**src/rtl/dref_pkg.sv**
```systemverilog
package dref_pkg;
    typedef enum logic [2:0] {
        ST_PWRUP,
        ST_IDLE,
        ST_LEAD,
        ST_ACT,
        ST_PRE
    } seq_state_e;
endpackage

```
**src/rtl/dref_interval_timer.sv**
```systemverilog
module dref_interval_timer #(
    parameter int INIT_WAIT_CYC    = 10000,
    parameter int REF_INTERVAL_CYC = 1562
) (
    input  logic clk,
    input  logic rst_n,
    input  logic run_i,
    output logic pwrup_done_o,
    output logic tick_o
);
    localparam int CNT_MAX = (INIT_WAIT_CYC > REF_INTERVAL_CYC) ? INIT_WAIT_CYC : REF_INTERVAL_CYC;
    localparam int CW      = $clog2(CNT_MAX + 1);
    localparam logic [CW-1:0] WAIT_LAST = CW'(INIT_WAIT_CYC - 1);
    localparam logic [CW-1:0] INT_LAST  = CW'(REF_INTERVAL_CYC - 1);

    typedef struct packed {
        logic [CW-1:0] cnt;
        logic          pwr;
    } tmr_t;

    tmr_t q, d;

    always_comb begin
        d            = q;
        pwrup_done_o = 1'b0;
        tick_o       = 1'b0;
        if (!q.pwr) begin
            if (q.cnt == WAIT_LAST) begin
                pwrup_done_o = 1'b1;
                d.pwr        = 1'b1;
                d.cnt        = '0;
            end else begin
                d.cnt = q.cnt + 1'b1;
            end
        end else if (run_i) begin
            if (q.cnt == INT_LAST) begin
                tick_o = 1'b1;
                d.cnt  = '0;
            end else begin
                d.cnt = q.cnt + 1'b1;
            end
        end
    end

    always_ff @(posedge clk or negedge rst_n) begin
        if (!rst_n) q <= '0;
        else        q <= d;
    end

    // the power-up pause ends only once per reset
    assert_single_pwrup_R2: assert property (@(posedge clk) disable iff (!rst_n)
        pwrup_done_o |=> !pwrup_done_o);
endmodule

```
**src/rtl/dref_pending_ctr.sv**
```systemverilog
module dref_pending_ctr #(
    parameter int INIT_REFRESHES = 8,
    parameter int MAX_PENDING    = 4
) (
    input  logic clk,
    input  logic rst_n,
    input  logic load_i,
    input  logic tick_i,
    input  logic take_i,
    output logic nz_o
);
    localparam int TOP = (INIT_REFRESHES > MAX_PENDING) ? INIT_REFRESHES : MAX_PENDING;
    localparam int PW  = $clog2(TOP + 1);
    localparam logic [PW-1:0] CAP  = PW'(MAX_PENDING);
    localparam logic [PW-1:0] INIT = PW'(INIT_REFRESHES);

    typedef struct packed {
        logic [PW-1:0] cnt;
    } pend_t;

    pend_t q, d;
    logic  inc;

    always_comb begin
        d   = q;
        inc = tick_i && ((q.cnt < CAP) || take_i);
        if (load_i) begin
            d.cnt = INIT;
        end else if (inc && !take_i) begin
            d.cnt = q.cnt + 1'b1;
        end else if (take_i && !inc) begin
            d.cnt = q.cnt - 1'b1;
        end
    end

    assign nz_o = (q.cnt != '0);

    always_ff @(posedge clk or negedge rst_n) begin
        if (!rst_n) q <= '0;
        else        q <= d;
    end

    assert_no_overflow_R8: assert property (@(posedge clk) disable iff (!rst_n)
        (tick_i && !take_i && !load_i && q.cnt == CAP) |=> (q.cnt == CAP));

    assert_take_has_work_R6: assert property (@(posedge clk) disable iff (!rst_n)
        take_i |-> nz_o);
endmodule

```
**src/rtl/dref_cycle_fsm.sv**
```systemverilog
module dref_cycle_fsm
    import dref_pkg::*;
#(
    parameter int NUM_RAS      = 4,
    parameter int NUM_CAS      = 4,
    parameter int CAS_LEAD_CYC = 1,
    parameter int RAS_LOW_CYC  = 6,
    parameter int RAS_HIGH_CYC = 5
) (
    input  logic               clk,
    input  logic               rst_n,
    input  logic               pwrup_done_i,
    input  logic               pend_nz_i,
    input  logic               ref_gnt_i,
    input  logic               hidden_i,
    output logic               take_o,
    output logic               ref_req_o,
    output logic               init_done_o,
    output logic               seq_active_o,
    output logic [NUM_RAS-1:0] ras_n_o,
    output logic [NUM_CAS-1:0] cas_n_o,
    output logic               we_n_o
);
    localparam int PH_MAX = (RAS_LOW_CYC > RAS_HIGH_CYC) ?
                            ((RAS_LOW_CYC > CAS_LEAD_CYC) ? RAS_LOW_CYC : CAS_LEAD_CYC) :
                            ((RAS_HIGH_CYC > CAS_LEAD_CYC) ? RAS_HIGH_CYC : CAS_LEAD_CYC);
    localparam int PHW = $clog2(PH_MAX + 1);
    localparam logic [PHW-1:0] LEAD_LAST = PHW'(CAS_LEAD_CYC - 1);
    localparam logic [PHW-1:0] LOW_LAST  = PHW'(RAS_LOW_CYC - 1);
    localparam logic [PHW-1:0] HIGH_LAST = PHW'(RAS_HIGH_CYC - 1);

    typedef struct packed {
        seq_state_e     state;
        logic [PHW-1:0] phase;
        logic           hold;
        logic           init;
    } fsm_t;

    fsm_t q, d;
    logic ras_drv, cas_drv;

    assign ref_req_o = q.init && (q.state == ST_IDLE) && pend_nz_i;

    always_comb begin
        d      = q;
        take_o = 1'b0;
        unique case (q.state)
            ST_PWRUP: begin
                if (pwrup_done_i) begin
                    d.state = ST_LEAD;
                    d.phase = LEAD_LAST;
                end
            end
            ST_IDLE: begin
                if (ref_req_o && ref_gnt_i) begin
                    if (hidden_i) begin
                        d.state = ST_PRE;
                        d.phase = HIGH_LAST;
                        d.hold  = 1'b1;
                    end else begin
                        d.state = ST_LEAD;
                        d.phase = LEAD_LAST;
                    end
                end
            end
            ST_LEAD: begin
                if (q.phase == '0) begin
                    d.state = ST_ACT;
                    d.phase = LOW_LAST;
                    take_o  = 1'b1;
                end else begin
                    d.phase = q.phase - 1'b1;
                end
            end
            ST_ACT: begin
                if (q.phase == '0) begin
                    d.state = ST_PRE;
                    d.phase = HIGH_LAST;
                    d.hold  = pend_nz_i;
                end else begin
                    d.phase = q.phase - 1'b1;
                end
            end
            ST_PRE: begin
                if (q.phase == '0) begin
                    if (q.hold) begin
                        d.state = ST_ACT;
                        d.phase = LOW_LAST;
                        take_o  = 1'b1;
                    end else begin
                        d.state = ST_IDLE;
                        d.init  = 1'b1;
                    end
                end else begin
                    d.phase = q.phase - 1'b1;
                end
            end
            default: d.state = ST_PWRUP;
        endcase
    end

    always_ff @(posedge clk or negedge rst_n) begin
        if (!rst_n) begin
            q       <= '0;
            q.state <= ST_PWRUP;
        end else begin
            q <= d;
        end
    end

    assign ras_drv      = (q.state == ST_ACT);
    assign cas_drv      = (q.state == ST_LEAD) || (q.state == ST_ACT) ||
                          ((q.state == ST_PRE) && q.hold);
    assign seq_active_o = (q.state == ST_LEAD) || (q.state == ST_ACT) || (q.state == ST_PRE);
    assign init_done_o  = q.init;
    assign we_n_o       = 1'b1;

    for (genvar g = 0; g < NUM_RAS; g++) begin : g_ras
        assign ras_n_o[g] = !ras_drv;
    end
    for (genvar g = 0; g < NUM_CAS; g++) begin : g_cas
        assign cas_n_o[g] = !cas_drv;
    end

    assert_cas_before_ras_R3: assert property (@(posedge clk) disable iff (!rst_n)
        $fell(ras_n_o[0]) |-> (!cas_n_o[0] && !$past(cas_n_o[0])));

    assert_cas_held_R3: assert property (@(posedge clk) disable iff (!rst_n)
        (!cas_n_o[0] && !ras_n_o[0]) |=> (!cas_n_o[0] || ras_n_o[0]));

    assert_grant_needs_req_R7: assert property (@(posedge clk) disable iff (!rst_n)
        (!seq_active_o && !ref_req_o && q.state == ST_IDLE) |=> !seq_active_o);
endmodule

```
**src/rtl/dram_refresh_seq.sv**
```systemverilog
module dram_refresh_seq #(
    parameter int NUM_RAS          = 4,
    parameter int NUM_CAS          = 4,
    parameter int INIT_WAIT_CYC    = 10000,
    parameter int INIT_REFRESHES   = 8,
    parameter int REF_INTERVAL_CYC = 1562,
    parameter int CAS_LEAD_CYC     = 1,
    parameter int RAS_LOW_CYC      = 6,
    parameter int RAS_HIGH_CYC     = 5,
    parameter int MAX_PENDING      = 4
) (
    input  logic               clk,
    input  logic               rst_n,
    input  logic               ref_gnt,
    input  logic               hidden_ok,
    output logic               ref_req,
    output logic               init_done,
    output logic               seq_active,
    output logic [NUM_RAS-1:0] ras_n,
    output logic [NUM_CAS-1:0] cas_n,
    output logic               we_n
);
    logic pwrup_done, tick, take, pend_nz;

    dref_interval_timer #(
        .INIT_WAIT_CYC   (INIT_WAIT_CYC),
        .REF_INTERVAL_CYC(REF_INTERVAL_CYC)
    ) u_timer (
        .clk         (clk),
        .rst_n       (rst_n),
        .run_i       (init_done),
        .pwrup_done_o(pwrup_done),
        .tick_o      (tick)
    );

    dref_pending_ctr #(
        .INIT_REFRESHES(INIT_REFRESHES),
        .MAX_PENDING   (MAX_PENDING)
    ) u_pend (
        .clk   (clk),
        .rst_n (rst_n),
        .load_i(pwrup_done),
        .tick_i(tick),
        .take_i(take),
        .nz_o  (pend_nz)
    );

    dref_cycle_fsm #(
        .NUM_RAS     (NUM_RAS),
        .NUM_CAS     (NUM_CAS),
        .CAS_LEAD_CYC(CAS_LEAD_CYC),
        .RAS_LOW_CYC (RAS_LOW_CYC),
        .RAS_HIGH_CYC(RAS_HIGH_CYC)
    ) u_fsm (
        .clk         (clk),
        .rst_n       (rst_n),
        .pwrup_done_i(pwrup_done),
        .pend_nz_i   (pend_nz),
        .ref_gnt_i   (ref_gnt),
        .hidden_i    (hidden_ok),
        .take_o      (take),
        .ref_req_o   (ref_req),
        .init_done_o (init_done),
        .seq_active_o(seq_active),
        .ras_n_o     (ras_n),
        .cas_n_o     (cas_n),
        .we_n_o      (we_n)
    );

    // interval timer only runs once the power-up burst is over
    assert_tick_after_init_R7: assert property (@(posedge clk) disable iff (!rst_n)
        tick |-> init_done);

    assert_no_req_in_init_R2: assert property (@(posedge clk) disable iff (!rst_n)
        !init_done |-> !ref_req);
endmodule

```
**config.mk**
```make
export PLATFORM = sky130hd
export DESIGN_NAME = dram_refresh_seq
export DESIGN_NICKNAME = d
export VERILOG_FILES = /design/src/rtl/dref_pkg.sv /design/src/rtl/dref_interval_timer.sv /design/src/rtl/dref_pending_ctr.sv /design/src/rtl/dref_cycle_fsm.sv /design/src/rtl/dram_refresh_seq.sv
export SDC_FILE = /design/constraint.sdc
export NUM_CORES = 1
export LEC_CHECK = 0
export ABC_AREA = 0
export BUFFER_PORTS_ARGS = -buffer_cell sky130_fd_sc_hd__buf_2
export CAP_MARGIN = 20
export CORE_UTILIZATION = 61
export DETAILED_ROUTE_END_ITERATION = 8
export GPL_TIMING_DRIVEN = 0
export PLACE_DENSITY = 0.81
export SETUP_SLACK_MARGIN = 0.1
export SLEW_MARGIN = 10
export SYNTH_ARGS = -nofsm -noshare
export SYNTH_HDL_FRONTEND = slang
export SYNTH_SLANG_ARGS = --single-unit
export TNS_END_PERCENT = 10
```
**constraint.sdc**
```tcl
create_clock -name clk -period 5 [get_ports clk]
set_input_delay 0 -clock clk [delete_from_list [all_inputs] [get_ports clk]]
set_output_delay 0 -clock clk [all_outputs]
set_load 0.05 [all_outputs]
```
### Word-level counts from Yosys, hierarchy flattened

Index checks and enable logic that the tools add are counted.

* bitwise logic cells: 1
* reductions and logical operators: 25
* add/subtract/negate cells: 4
* muxes and demuxes: 33
* equal/unequal tests: 14
* magnitude comparators: 1

Operators with widths (number)
* two-way mux 14 bit: 4
* case mux 3 bit (5 select lines): 2
* two-way mux 3 bit: 7
* adder 14 x 1 -> 14 bit, second input constant: 1
* equality test 14 x 11 -> 1 bit, second input constant: 1
* equality test 14 bit, second input constant: 1
* two-way mux 4 bit: 3
* two-way mux 6 bit: 2
* two-way mux 1 bit: 11
* != test 2 bit, second input constant: 4
* AND reduction 4 bit: 2
* logical AND 1 bit: 7
* two-way mux 7 bit: 1
* equality test 3 x 2 -> 1 bit, second input constant: 2
* logical NOT 3 bit: 2
* != test 2 x 1 -> 1 bit, second input constant: 3
* AND reduction 5 bit: 1
* nonzero test 5 bit: 1
* adder 4 x 1 -> 4 bit, second input constant: 1
* logical NOT 1 bit: 4
* logical OR 1 bit: 4
* < comparator 4 x 3 -> 1 bit, second input constant: 1
* case mux 1 bit (2 select lines): 2
* nonzero test 4 bit: 1
* 10 further kinds: 10

* input port bits: 4
* bits in registers: 27
* output and inout port bits: 12
* logic and storage cells: 85

### Longest topological paths before layout

* word-level depth: 10
* gate-level depth with buffers: 12
* depth with buffers taken out: 12

### Modules after synthesis

Synthesis repeated with hierarchy kept, for this count alone.

* cell total of the unflattened synthesis: 199
* area, all modules: 1808.0 um^2

Modules (own cells, without submodules)
* dref_interval_timer: area an instance 887.1 um^2, instances 1, cells each 95, seq. area each 375.4 um^2
* dref_cycle_fsm: area an instance 613.1 um^2, instances 1, cells each 73, seq. area each 200.2 um^2
* dref_pending_ctr: area an instance 307.8 um^2, instances 1, cells each 31, seq. area each 100.1 um^2

### Worst setup path before layout

OpenSTA, ideal clock, no wires.

* path kind: flip-flop to flip-flop
* start: register u_timer.q[8] (netlist name)
* end: register u_pend.q[3] (netlist name)
* cell stages (with the launch flop): 11
* setup time: 0.125 ns
* slack: 2.322 ns
* data required time: 4.875 ns
* period minus slack after synthesis: 2.678 ns
* arrival: 2.553 ns
* buffers on the path: 0
* cells stage by stage: dfrtp_1 > nor4b_4 > nand4_1 > a211oi_1 > ha_1 > inv_1 > ha_1 > a21o_1 > a21oi_1 > mux2i_1 > mux2_2

* cells in the longest elaborated chain, start to end: 8
* elaborated cells between the ends (all ways): 14
* classes of those cells: eq/ne: 2; mux: 7; reduce/logical: 5

Ends and longest elaborated chain
* start: declaration: line dref_interval_timer.sv:21 `tmr_t q, d;`
* start signal: assignment: line dref_interval_timer.sv:46 `if (!rst_n) q <= '0;`
* start signal: assignment: line dref_interval_timer.sv:47 `else q <= d;`
* equality test 14 x 11 -> 1 bit: line dref_interval_timer.sv:36 `if (q.cnt == INT_LAST) begin`
* two-way mux 1 bit: line dref_interval_timer.sv:36
* two-way mux 1 bit: line dref_interval_timer.sv:35 `end else if (run_i) begin`
* two-way mux 1 bit: line dref_interval_timer.sv:27 `if (!q.pwr) begin`
* logical AND 1 bit: line dref_pending_ctr.sv:26 `inc = tick_i && ((q.cnt < CAP) || take_i);`
* logical AND 1 bit / logical NOT 1 bit (equally long branches): line dref_pending_ctr.sv:29, dref_pending_ctr.sv:31
* two-way mux 4 bit / logical AND 1 bit (equally long branches): line dref_pending_ctr.sv:29, dref_pending_ctr.sv:31
* two-way mux 4 bit / nonzero test 3 bit (equally long branches)
* end signal: assignment: line dref_pending_ctr.sv:39 `if (!rst_n) q <= '0;`
* end signal: assignment: line dref_pending_ctr.sv:40 `else q <= d;`
* end: declaration: line dref_pending_ctr.sv:21 `pend_t q, d;`

Parallel ways exist; a longest one is shown, timed or not.
A chain may end at the register's enable or synchronous reset.

### Final worst setup path

Ends and elaborated chain as after synthesis.

==> metrics.txt <==
# TYPE chip_impl_metric gauge
chip_impl_info{name="run_status",value="complete, no violations"} 1
chip_impl_info{name="holdCritPathClass",value="input port to register"} 1
chip_impl_metric{name="first_global_vias",unit=""} 1472
chip_impl_metric{name="cts_hold_repair.buffers",unit=""} 1
chip_impl_metric{name="postSynth.asyncResetShare",unit="%"} 100
chip_impl_info{name="timing.critical_path.cells",value="nor4b_4 -> nand4_1 -> a211oi_1 -> ha_1 -> inv_1 -> ha_1 -> a21o_1 -> a21oi_1 -> mux2i_1 -> mux2_2"} 1
chip_impl_metric{name="number_of_violations_reported_at_the_end_of_detailed_routing_iteration_0",unit=""} 30
chip_impl_metric{name="final_max_slew_viol_count",unit=""} 0
chip_impl_info{name="worst_path_max_delay_cell",value="sky130_fd_sc_hd__dfrtp_1"} 1
chip_impl_metric{name="multi_input_area",unit="µm²"} 1010
chip_impl_metric{name="core_area",unit="µm²"} 2780
chip_impl_metric{name="drt-pass1-iter-count",unit=""} 4
chip_impl_metric{name="fin_crit_sh",unit="%"} 59.3
chip_impl_info{name="cts_tree",value="built"} 1
chip_impl_metric{name="p_int",unit="mW"} 0.251
chip_impl_metric{name="vias_per_cell",unit=""} 6.03
chip_impl_metric{name="power.switching",unit="mW"} 0.0710
chip_impl_metric{name="global_route.overflow_total",unit=""} 0
chip_impl_metric{name="hold_violations",unit=""} 0
chip_impl_metric{name="timing.critical_path.arrival",unit="ns"} 3.19
chip_impl_metric{name="worst_r2r_path_depth",unit=""} 10
chip_impl_metric{name="ff_latch_area",unit="µm²"} 676
chip_impl_info{name="endpoint_kind",value="register"} 1
chip_impl_metric{name="drt-total-wl",unit="µm"} 3430
chip_impl_metric{name="worst-path-buf-inv",unit=""} 1
chip_impl_metric{name="maxSlewHeadroom",unit="%"} 59.8
chip_impl_info{name="worstSetupStartpoint",value="u_timer.q[8]"} 1
chip_impl_metric{name="die_area",unit="µm²"} 3200
chip_impl_metric{name="cts_resized",unit=""} 0
chip_impl_metric{name="reg_clk_slew_reported_paths",unit="ns"} 0.15
chip_impl_metric{name="power_density_over_the_cells",unit="nW/µm²"} 164
chip_impl_metric{name="final_cells",unit=""} 237
chip_impl_metric{name="post-synth-top-area-fraction",unit="%"} 37.2
chip_impl_metric{name="ys_warn_count",unit=""} 0
chip_impl_info{name="most_frequent_cells_after_synthesis",value="27 x sky130_fd_sc_hd__dfrtp_1, 19 x sky130_fd_sc_hd__nand2_1, 18 x sky130_fd_sc_hd__nor2_1, 8 x sky130_fd_sc_hd__xnor2_1"} 1
chip_impl_metric{name="post_synth_num_cell_types",unit=""} 58
chip_impl_metric{name="totalNegativeSetupSlack",unit="ns"} 0
chip_impl_metric{name="dpl_worst_slack",unit="ns"} 2.07
chip_impl_info{name="timing.rr.start",value="u_timer.q[8]"} 1
chip_impl_metric{name="ff2ff_setup_slack",unit="ns"} 2.04
chip_impl_metric{name="synth_seq_cells",unit=""} 27
chip_impl_metric{name="clock_power_share",unit="%"} 29.4
chip_impl_metric{name="critical_path_depth",unit=""} 10
chip_impl_metric{name="finalWorstSetupSlack",unit="ns"} 2.04
chip_impl_metric{name="diodes",unit=""} 0
chip_impl_metric{name="post-place-cells",unit=""} 232
chip_impl_metric{name="fin_area",unit="µm²"} 1960
chip_impl_metric{name="initial_antenna_violation_count",unit=""} 0
chip_impl_metric{name="flow.area_growth_from_synthesis",unit="%"} 8.06
chip_impl_metric{name="timing.max_cap.violations",unit=""} 0
chip_impl_metric{name="cts.path.max_buffers",unit=""} 2
chip_impl_metric{name="numCtsBuffers",unit=""} 3
chip_impl_metric{name="timing.critical_path.required",unit="ns"} 5.22
chip_impl_metric{name="p_sw_share",unit="%"} 22.1
chip_impl_metric{name="seq_area_frac_synth",unit="%"} 37.2
chip_impl_info{name="cts_root_buffer",value="sky130_fd_sc_hd__clkbuf_4"} 1
chip_impl_metric{name="total_power",unit="mW"} 0.322
chip_impl_metric{name="dieHeight",unit="µm"} 56.6
chip_impl_info{name="critPathLaunchType",value="register"} 1
chip_impl_metric{name="synthesis.area",unit="µm²"} 1820
chip_impl_metric{name="htree_levels",unit=""} 1
chip_impl_metric{name="syn-instance-count",unit=""} 187
chip_impl_metric{name="die_span_x",unit="µm"} 56.6
chip_impl_metric{name="replace_congestion",unit=""} 0.843
chip_impl_metric{name="proportion_of_layout_cells_with_a_drive_suffix_above_1",unit="%"} 23.8
chip_impl_metric{name="layout.filler_cells",unit=""} 225
chip_impl_metric{name="grt_max_degree",unit=""} 28
chip_impl_metric{name="clk-insertion-delay-late",unit="ns"} 0.33
chip_impl_metric{name="route.antenna.remaining_nets",unit=""} 0
chip_impl_metric{name="synthesis.nets",unit=""} 197
chip_impl_metric{name="track_usage",unit="%"} 24.7
chip_impl_metric{name="crit_path_max_incr_delay",unit="ns"} 0.49
chip_impl_metric{name="initial_core_util",unit="%"} 65.3
chip_impl_metric{name="clock_sink_count",unit=""} 27
chip_impl_metric{name="post_dp_cell_area",unit="µm²"} 1920
chip_impl_metric{name="timing.final.setup_violations",unit=""} 0
chip_impl_metric{name="fmaxAchievable",unit="MHz"} 337
chip_impl_metric{name="global_route_wire_length_before_repair",unit="µm"} 6260
chip_impl_info{name="unrepaired_setup_endpoints_after_global_routing",value="no"} 1
chip_impl_info{name="synth.most_common_cell",value="sky130_fd_sc_hd__dfrtp_1"} 1
chip_impl_info{name="critPathCapture",value="u_pend.q[3]"} 1
chip_impl_metric{name="drc",unit=""} 0
chip_impl_metric{name="whs",unit="ns"} 0.133
chip_impl_metric{name="syn_avg_cell_area",unit="µm²"} 9.71
chip_impl_metric{name="finClkSkew",unit="ns"} 0.0107
chip_impl_info{name="ys_dominant_reg_cell",value="sky130_fd_sc_hd__dfrtp_1"} 1
chip_impl_info{name="timing_worst_setup_path_type",value="register to register"} 1
chip_impl_metric{name="cp_max_fo",unit=""} 5
chip_impl_metric{name="post-cts-setup-buffer-count",unit=""} 0
chip_impl_metric{name="ir_drop",unit="mV"} 0.168
chip_impl_info{name="cell_types_occupying_the_most_area_after_synthesis",value="sky130_fd_sc_hd__dfrtp_1 37%, sky130_fd_sc_hd__nand2_1 3.9%, sky130_fd_sc_hd__xnor2_1 3.9%, sky130_fd_sc_hd__nor2_1 3.7%, sky130_fd_sc_hd__ha_1 3.4%"} 1
chip_impl_info{name="yosysTopAreaCell",value="sky130_fd_sc_hd__dfrtp_1"} 1
chip_impl_metric{name="post_layout_util",unit="%"} 70.5
chip_impl_metric{name="final_period_minus_worst_setup_slack",unit="ns"} 2.96
chip_impl_metric{name="vias",unit=""} 1430
chip_impl_metric{name="port_buffer_count",unit=""} 14
chip_impl_metric{name="final_nets",unit=""} 217
chip_impl_metric{name="rows",unit=""} 19
chip_impl_info{name="cp_top_family",value="simple AND/OR/NAND/NOR gates"} 1
chip_impl_metric{name="share_seq_of_total_power",unit="%"} 67.9
chip_impl_info{name="critical-path-top-cell-by-count",value="sky130_fd_sc_hd__ha_1"} 1
chip_impl_metric{name="power.static_leakage",unit="nW"} 0.889
chip_impl_metric{name="design.portCount",unit=""} 16
chip_impl_metric{name="detailed_place_hpwl",unit="µm"} 2540
chip_impl_metric{name="worst-slew-pin-transition",unit="ns"} 0.604
chip_impl_info{name="rr_endpoint",value="u_pend.q[3]"} 1
chip_impl_metric{name="routedWlPerCell",unit="µm"} 14.5
chip_impl_metric{name="comb_power_share",unit="%"} 2.7
chip_impl_metric{name="synth-edff-count",unit=""} 0
-- power groups by stage --
stage,clock [mW],sequential (mW),combinational (mW)
floorplan,0,0.223,0.00277
global placement,0,0.222,0.00838
detailed placement,0,0.222,0.00859
CTS,0.0993,0.218,0.00919
global route,0.105,0.219,0.0102
finish,0.0945,0.218,0.00877
-- worst register-to-register path: stages (launching register included) --
cell and delay, ns:
sky130_fd_sc_hd__dfrtp_1 0.49, sky130_fd_sc_hd__nor4b_4 0.38, sky130_fd_sc_hd__nand4_1 0.24, sky130_fd_sc_hd__a211oi_1 0.28
sky130_fd_sc_hd__ha_1 0.20, sky130_fd_sc_hd__inv_1 0.09, sky130_fd_sc_hd__ha_1 0.29, sky130_fd_sc_hd__a21o_1 0.16
sky130_fd_sc_hd__a21oi_1 0.17, sky130_fd_sc_hd__mux2i_1 0.22, sky130_fd_sc_hd__mux2_2 0.34
-- layout make-up --
type,instances,area share (%)
Tap cell,31,1.98
Inverter,5,0.957
Buffer,13,5.48
Timing Repair Buffer,15,4.08
Clock buffer,3,1.15
Sequential cell,27,34.4
Multi-Input combinational cell,142,51.7
Clock inverter,1,0.255
-- cell usage in the layout, fill, tap and decap left out, types with 2 or more instances in the layout --
master / n
sky130_fd_sc_hd__mux2_4: 3
sky130_fd_sc_hd__o21ai_1: 4
sky130_fd_sc_hd__or2_2: 2
sky130_fd_sc_hd__a21o_1: 2
sky130_fd_sc_hd__ha_1: 5
sky130_fd_sc_hd__a211oi_1: 2
sky130_fd_sc_hd__buf_4: 7
sky130_fd_sc_hd__nor2b_1: 3
sky130_fd_sc_hd__and3_1: 3
sky130_fd_sc_hd__nand3_1: 4
sky130_fd_sc_hd__dfrtp_1: 27
sky130_fd_sc_hd__mux2_2: 3
sky130_fd_sc_hd__nor3b_1: 4
sky130_fd_sc_hd__o21ai_0: 4
sky130_fd_sc_hd__a21oi_1: 7
sky130_fd_sc_hd__nand2b_1: 3
sky130_fd_sc_hd__xor2_1: 5
sky130_fd_sc_hd__buf_6: 3
sky130_fd_sc_hd__o21bai_1: 2
sky130_fd_sc_hd__buf_2: 14
sky130_fd_sc_hd__nor2_1: 18
sky130_fd_sc_hd__mux2i_1: 2
sky130_fd_sc_hd__o211ai_1: 2
sky130_fd_sc_hd__nand4_1: 5
sky130_fd_sc_hd__xnor2_1: 8
sky130_fd_sc_hd__inv_1: 5
sky130_fd_sc_hd__nor4_1: 4
sky130_fd_sc_hd__clkbuf_4: 3
sky130_fd_sc_hd__nand2_1: 19
-- registers in the layout, indices dropped and copies added (netlist names) --
signal and flops:
u_fsm.q 7, u_pend.q 4, u_fsm.init_done_o 1, u_timer.q 15
-- per-layer routing --
layer	routed length (µm)	GRT usage (%)
met5	0	0
met4	87	13.2
met3	175	2.76
met2	1670	42.7
met1	1500	29.9
-- worst min path at each step --
| stage | startpoint | end | cells past startpoint | slack, ns |
|---|---|---|---|---|
| 2_1_floorplan | rst_n | u_fsm.init_done_o | 0 | -0.30 |
| 3_3_place_gp | rst_n | u_pend.q[1] | 1 | 0.04 |
| 3_5_place_dp | rst_n | u_pend.q[0] | 1 | 0.05 |
| 4_1_cts | hidden_ok | u_fsm.q[4] | 4 | 0.13 |
| 5_1_grt | hidden_ok | u_fsm.q[4] | 4 | 0.14 |
| 6_report | hidden_ok | u_fsm.q[4] | 4 | 0.13 |
-- kinds of logic after synthesis --
group           Yosys count  share of synthesized area [%]
simple gates             80                           26.0
other cells               1                          0.207
compound gates           34                           13.4
buf+inv                  18                           6.96
mux                       8                           5.44
flops                    27                           37.2
xor+xnor                 13                           6.27
fa+ha+maj                 6                           4.55
(Power assumes the default switching activity.)
